--- config.mk ---
export PLATFORM = sky130hd
export DESIGN_NAME = spi_byte_master
export DESIGN_NICKNAME = d
export VERILOG_FILES = /design/src/rtl/spi_byte_master.sv
export SDC_FILE = /design/constraint.sdc
export NUM_CORES = 1
export LEC_CHECK = 0
export BUFFER_PORTS_ARGS = -buffer_cell sky130_fd_sc_hd__buf_2
export CORE_MARGIN = 2
export CORE_UTILIZATION = 53
export DETAILED_ROUTE_END_ITERATION = 8
export GPL_TIMING_DRIVEN = 0
export HOLD_SLACK_MARGIN = 0.06
export PLACE_DENSITY = 0.76
export SYNTH_ARGS = -nofsm -noshare
export SYNTH_HDL_FRONTEND = slang
export SYNTH_SLANG_ARGS = --single-unit
export TNS_END_PERCENT = 30
--- constraint.sdc ---
create_clock -name clk -period 2.5 [get_ports clk]
set_input_delay 0.125 -clock clk [delete_from_list [all_inputs] [get_ports clk]]
set_output_delay 0.125 -clock clk [all_outputs]
set_load 0.05 [all_outputs]
--- src/rtl/spi_byte_master.sv ---
module spi_byte_master #(
  parameter int CS_NUM       = 4,
  parameter int FLUSH_CYCLES = 4
) (
  input  logic              clk,
  input  logic              rst_n,
  input  logic              bus_wr,
  input  logic [3:0]        bus_addr,
  input  logic [31:0]       bus_wdata,
  output logic [31:0]       bus_rdata,
  output logic              sclk,
  output logic              mosi,
  input  logic              miso,
  output logic [CS_NUM-1:0] cs_n
);
  localparam int FW = $clog2(FLUSH_CYCLES + 1);
  localparam logic [FW-1:0] FLUSH_LOAD = FW'(FLUSH_CYCLES);

  logic [CS_NUM-1:0] cs_en;
  logic [4:0]        pre_code;
  logic              cfg_pha, cfg_pol;
  logic [FW-1:0]     fl_cnt;
  logic              busy, lvl, pha_q;
  logic [4:0]        div_q, cnt;
  logic [3:0]        edge_i;
  logic [7:0]        tx_sr, rx_sr, rx_byte;

  function automatic logic [4:0] divisor(input logic [4:0] code);
    if (code == 5'd0)       return 5'd1;
    else if (!code[4])      return code;
    else if (code == 5'h10) return 5'd2;
    else                    return {code[3:0], 1'b0};
  endfunction

  wire wr_ctrl = bus_wr && bus_addr[3:2] == 2'd0;
  wire wr_cfg  = bus_wr && bus_addr[3:2] == 2'd1;
  wire wr_dout = bus_wr && bus_addr[3:2] == 2'd2;
  wire start   = wr_dout && !busy;
  wire tick    = busy && (cnt == div_q - 5'd1);
  wire smp     = (edge_i[0] == pha_q);
  wire shf     = !smp && (edge_i != 4'd0);
  wire last    = (edge_i == 4'd15);

  assign sclk = cfg_pol ^ lvl;
  assign mosi = tx_sr[7];
  assign cs_n = ~cs_en;

  always_comb begin
    bus_rdata = '0;
    case (bus_addr[3:2])
      2'd0: begin
        bus_rdata[1]             = !busy;
        bus_rdata[16 +: CS_NUM]  = cs_en;
      end
      2'd1: begin
        bus_rdata[4:0] = pre_code;
        bus_rdata[6]   = cfg_pha;
        bus_rdata[7]   = cfg_pol;
        bus_rdata[9]   = (fl_cnt != '0);
      end
      2'd3: bus_rdata[7:0] = rx_byte;
      default: bus_rdata = '0;
    endcase
  end

  always_ff @(posedge clk or negedge rst_n) begin
    if (!rst_n) begin
      cs_en    <= '0;
      pre_code <= '0;
      cfg_pha  <= 1'b0;
      cfg_pol  <= 1'b0;
      fl_cnt   <= '0;
    end else begin
      if (wr_ctrl) cs_en <= bus_wdata[16 +: CS_NUM];
      if (wr_cfg) begin
        pre_code <= bus_wdata[4:0];
        cfg_pha  <= bus_wdata[6];
        cfg_pol  <= bus_wdata[7];
      end
      if (wr_cfg && bus_wdata[9]) fl_cnt <= FLUSH_LOAD;
      else if (fl_cnt != '0)      fl_cnt <= fl_cnt - 1'b1;
    end
  end

  always_ff @(posedge clk or negedge rst_n) begin
    if (!rst_n) begin
      busy    <= 1'b0;
      lvl     <= 1'b0;
      pha_q   <= 1'b0;
      div_q   <= 5'd1;
      cnt     <= '0;
      edge_i  <= '0;
      tx_sr   <= '0;
      rx_sr   <= '0;
      rx_byte <= '0;
    end else if (start) begin
      busy   <= 1'b1;
      lvl    <= 1'b0;
      pha_q  <= cfg_pha;
      div_q  <= divisor(pre_code);
      cnt    <= '0;
      edge_i <= '0;
      tx_sr  <= bus_wdata[7:0];
    end else if (tick) begin
      cnt    <= '0;
      lvl    <= ~lvl;
      edge_i <= edge_i + 4'd1;
      if (smp) rx_sr <= {rx_sr[6:0], miso};
      if (shf) tx_sr <= {tx_sr[6:0], 1'b0};
      if (last) begin
        busy    <= 1'b0;
        rx_byte <= smp ? {rx_sr[6:0], miso} : rx_sr;
      end
    end else if (busy) begin
      cnt <= cnt + 5'd1;
    end
  end

  AST_SCLK_IDLE: assert property (@(posedge clk) disable iff (!rst_n)
    !busy |-> sclk == cfg_pol);
  AST_START_LOAD: assert property (@(posedge clk) disable iff (!rst_n)
    start |=> (busy && mosi == $past(bus_wdata[7]) && bus_rdata[1] == 1'b0 || bus_addr[3:2] != 2'd0));
  AST_NO_RESTART: assert property (@(posedge clk) disable iff (!rst_n)
    (busy && wr_dout && !tick) |=> ($stable(div_q) && $stable(pha_q) && $stable(tx_sr) && busy));
  AST_DIV_RANGE: assert property (@(posedge clk) disable iff (!rst_n)
    busy |-> (div_q >= 5'd1 && div_q <= 5'd30));
  AST_DONE_IDLE: assert property (@(posedge clk) disable iff (!rst_n)
    (tick && last && !wr_cfg) |=> (!busy && sclk == cfg_pol));
  AST_FLUSH_BOUND: assert property (@(posedge clk) disable iff (!rst_n)
    fl_cnt <= FLUSH_LOAD);
endmodule

==> flow_summary.yaml <==
outcome:
  run_status: "finished, final reports clean"
drt:
  drt-initial-drc-count: 86
  dr_total_vias: 2186
  detail_route.wirelength_microns: 5870
  drt-pass1-iter-count: 4
  antenna_violating_nets_post_route: 0
  drc: 0
  routedWlPerCell_microns: 13.4
  routed_via_density: 5.00
timing:
  timing.fmax_ghz: 0.412
  clock_period_minus_final_worst_setup_slack_ns: 2.43
  final.period_utilization_pct: 97.1
  setup_repair_after_global_routing_missed_its_margin: "true"
  setup_tns_ns: 0
  slew-limit-headroom_pct: 38.8
  finalSetupViolations: 0
  final.setup_skew_ns: 0.00977
  actual_transition_at_the_worst_max_transition_pin_ns: 0.911
  maxSlewViolCount: 0
  timing.final.hold_violations: 0
yosys:
  gate_count_of_the_mapped_netlist: 287
  synthesis.area_sq_um: 2940
  number_of_different_library_cells_in_the_post_synthesis_netlist: 39
  share_of_the_synthesized_area_in_the_top_cell_type_pct: 46.0
  mean_area_per_synthesized_cell_sq_um: 10.2
  synth_edf_count: 0
  cell_type_contributing_the_most_total_cell_area_after_synthesis: "sky130_fd_sc_hd__dfrtp_1"
  most_common_flop_cell_mapped_by_yosys: "sky130_fd_sc_hd__dfrtp_1"
  synth-warning-count: 0
  asyncSetResetFlopFracSynth_pct: 100
  synth_seq_cells: 55
  yosysSeqAreaShare_pct: 46.9
  synth_top_cells_by_area: "sky130_fd_sc_hd__dfrtp_1 (46%), sky130_fd_sc_hd__mux2_2 (9.2%), sky130_fd_sc_hd__buf_4 (5.4%)"
pwr:
  part_of_the_total_power_dissipated_in_sequential_elements_pct: 39.5
  net-switching-power_mw: 1.43
  p_int_mw: 2.16
  cellLeakagePower_nw: 1.79
  switching_share_pct: 39.8
  clock_power_share_pct: 17.0
  combPwrFrac_pct: 43.5
  max-vdd-ir-drop_mv: 0.642
  fin_total_pwr_mw: 3.59
  p_per_area_nw_per_um2: 1000
global_route:
  maximum_number_of_pins_on_one_net_before_global_route_repair: 56
  grt_pass1_vias: 2219
  gr-total-overflow: 0
  antenna_found_initial: 0
  globalRouteTotalUtil_pct: 20.2
  grt_first_pass_wirelength_microns: 9690
finish:
  area_delta_synth_final_pct: 21.5
  fin_cells: 437
  combined_area_of_the_multi_input_logic_cells_sq_um: 1410
  finish.net_count: 410
  antenna_cells_inserted: 0
  sequential_cell_area_sq_um: 1380
  postLayoutCellArea_sq_um: 3570
  finalCoreUtilization_pct: 65.6
  layout.filler_cells: 403
  final_layout_size_suffix_gt1_share_pct: 26.6
placement:
  place.port_buffers: 36
  placed_cells: 413
  place_congestion: 0.840
  post_place_instance_area_sq_um: 3270
  dpl.hpwl_microns: 4050
worst_setup_path:
  worstSetupPathType: "flip-flop to flip-flop"
  worstPathMaxFanout: 9
  critical_path_arrival_ns: 2.64
  worstSetupEndpointType: "flip-flop"
  setup.reg_to_reg.worst_slack_ns: 0.07
  start_kind: "flip-flop"
  critPathRequiredTime_ns: 2.72
run:
  cap_viol_max_count: 0
min_path:
  worst_hold_path_type: "input pin to flip-flop"
clock_tree:
  cts.reportedPaths.clkPinSlew_ns: 0.10
  cts_inserted_buffers: 5
  cts.root.buffer_cell: "sky130_fd_sc_hd__clkbuf_8"
  cts_htree_levels: 2
  clock_latency_ns: 0.32
  clock_sinks: 55
  tritoncts_clock_tree: "yes"
  cts_buffer_depth: 2
die:
  pin_count: 78
  die_area_sq_um: 6150
  floorplan.initialDensity_pct: 54.0
  die_h_microns: 78.4
  core_sq_um: 5440
  die_x_microns: 78.4
  placementRows: 27
cell usage in the layout (no fill, tap or decap), types with 7 or more instances in the layout:
master and count:
sky130_fd_sc_hd__a21oi_1 12, sky130_fd_sc_hd__buf_2 35, sky130_fd_sc_hd__buf_4 23, sky130_fd_sc_hd__clkbuf_1 7, sky130_fd_sc_hd__conb_1 19, sky130_fd_sc_hd__dfrtp_1 54, sky130_fd_sc_hd__dlygate4sd3_1 15, sky130_fd_sc_hd__inv_1 10
sky130_fd_sc_hd__mux2_2 24, sky130_fd_sc_hd__mux2i_1 15, sky130_fd_sc_hd__nand2_1 42, sky130_fd_sc_hd__nor2_1 22, sky130_fd_sc_hd__nor2b_1 7, sky130_fd_sc_hd__nor3_1 7, sky130_fd_sc_hd__o21ai_0 12, sky130_fd_sc_hd__xnor2_1 9
critical path: stages (launching register included):
cell	delay, ns
sky130_fd_sc_hd__dfstp_2	0.56
sky130_fd_sc_hd__inv_1	0.08
sky130_fd_sc_hd__ha_4	0.27
sky130_fd_sc_hd__xor2_1	0.17
sky130_fd_sc_hd__nand4_2	0.20
sky130_fd_sc_hd__or3_1	0.37
sky130_fd_sc_hd__buf_6	0.15
sky130_fd_sc_hd__nor2_8	0.16
sky130_fd_sc_hd__mux2_2	0.36
layout make-up:
cell class | count | area share, %
Timing Repair Buffer | 52 | 9.54
Clock buffer | 5 | 1.93
Multi-Input combinational cell | 210 | 39.4
Inverter | 10 | 1.05
Tap cell | 72 | 2.52
Buffer | 30 | 5.58
Clock inverter | 3 | 1.33
Sequential cell | 55 | 38.6
routing by layer:
layer / up-vias / GRT usage (%) / wire [microns]
met2: 49 / 34.7 / 2930
met4: 0 / 7.89 / 89
met5: - / 0 / 0
met1: 1041 / 25.5 / 2580
li1: 1085 / - / -
met3: 11 / 3.45 / 265
cell usage after synthesis, drive strengths merged (2+ instances only):
cell / instances
a21oi: 12
and3b: 2
buf: 23
clkbuf: 7
dfrtp: 54
ha: 6
inv: 10
mux2: 24
mux2i: 15
nand2: 42
nand3: 3
nand4: 3
nor2: 23
nor2b: 7
nor3: 8
nor3b: 2
o21ai: 12
or3: 4
xnor2: 9
xor2: 6
logic make-up (layout without fill, tap and decap cells):
logic type / count (synthesis) / in the layout / share of synthesized area, %
fa+ha+maj: 6 / 6 / 2.56
compound gates: 30 / 30 / 5.84
flops: 55 / 55 / 46.9
xor+xnor: 16 / 16 / 5.24
simple gates: 100 / 100 / 17.0
buf+inv: 40 / 100 / 8.05
mux: 39 / 39 / 14.3
other cells: 1 / 19 / 0.128
stage by stage:
step / hold slack [ns] / setup slack [ns]
after detailed placement: 0.333 / -0.0679
after global placement: 0.326 / -0.0253
after CTS: 0.0983 / 0.0585
after global routing: 0.262 / -0.0284
final: 0.246 / 0.0722
after floorplan: -0.171 / 0.181
power groups by stage:
| stage | Clock (mW) | Combinational, mW | Sequential, mW |
|---|---|---|---|
| after global routing | 0.639 | 1.72 | 1.46 |
| final | 0.609 | 1.56 | 1.42 |
| after detailed placement | 0 | 1.48 | 1.43 |
| after CTS | 0.620 | 1.52 | 1.42 |
| after floorplan | 0 | 1.22 | 1.39 |
| after global placement | 0 | 1.44 | 1.42 |
final timing paths:
kind | startpoint | endpoint | depth (start not counted)
worst max-delay path | div_q[0]$_DFFE_PN1P_ | rx_byte[0]$_DFFE_PN0P_ | 8
worst min-delay path | bus_addr[2] | div_q[0]$_DFFE_PN1P_ | 4
worst max register to register | div_q[0]$_DFFE_PN1P_ | rx_byte[0]$_DFFE_PN0P_ | 8
worst min register to register | pha_q$_DFFE_PN0P_ | pha_q$_DFFE_PN0P_ | 2
max in group asynchronous | rst_n | fl_cnt[1]$_DFFE_PN0P_ | 2
min in group asynchronous | rst_n | tx_sr[7]$_DFFE_PN0P_ | 2
state kept, by name, summed over array words and instances, names as in the netlist, 3 cells and up:
| register | cells |
|---|---|
| edge_i | 4 |
| rx_sr | 8 |
| div_q | 5 |
| tx_sr | 8 |
| pre_code | 5 |
| cnt | 5 |
| rx_byte | 8 |
| fl_cnt | 3 |
| cs_en | 4 |
what timing repair did:
| action | 4_1_cts | 5_1_grt |
|---|---|---|
| buffers inserted | 0 | 1 |
| resized for setup | 1 | 1 |
| hold buffers | 14 | 1 |
| endpoints found under the setup margin | 8 | 20 |
| endpoints found under the hold margin | 16 | 54 |
| pin swaps | 0 | 3 |
(Power assumes the default switching activity.)
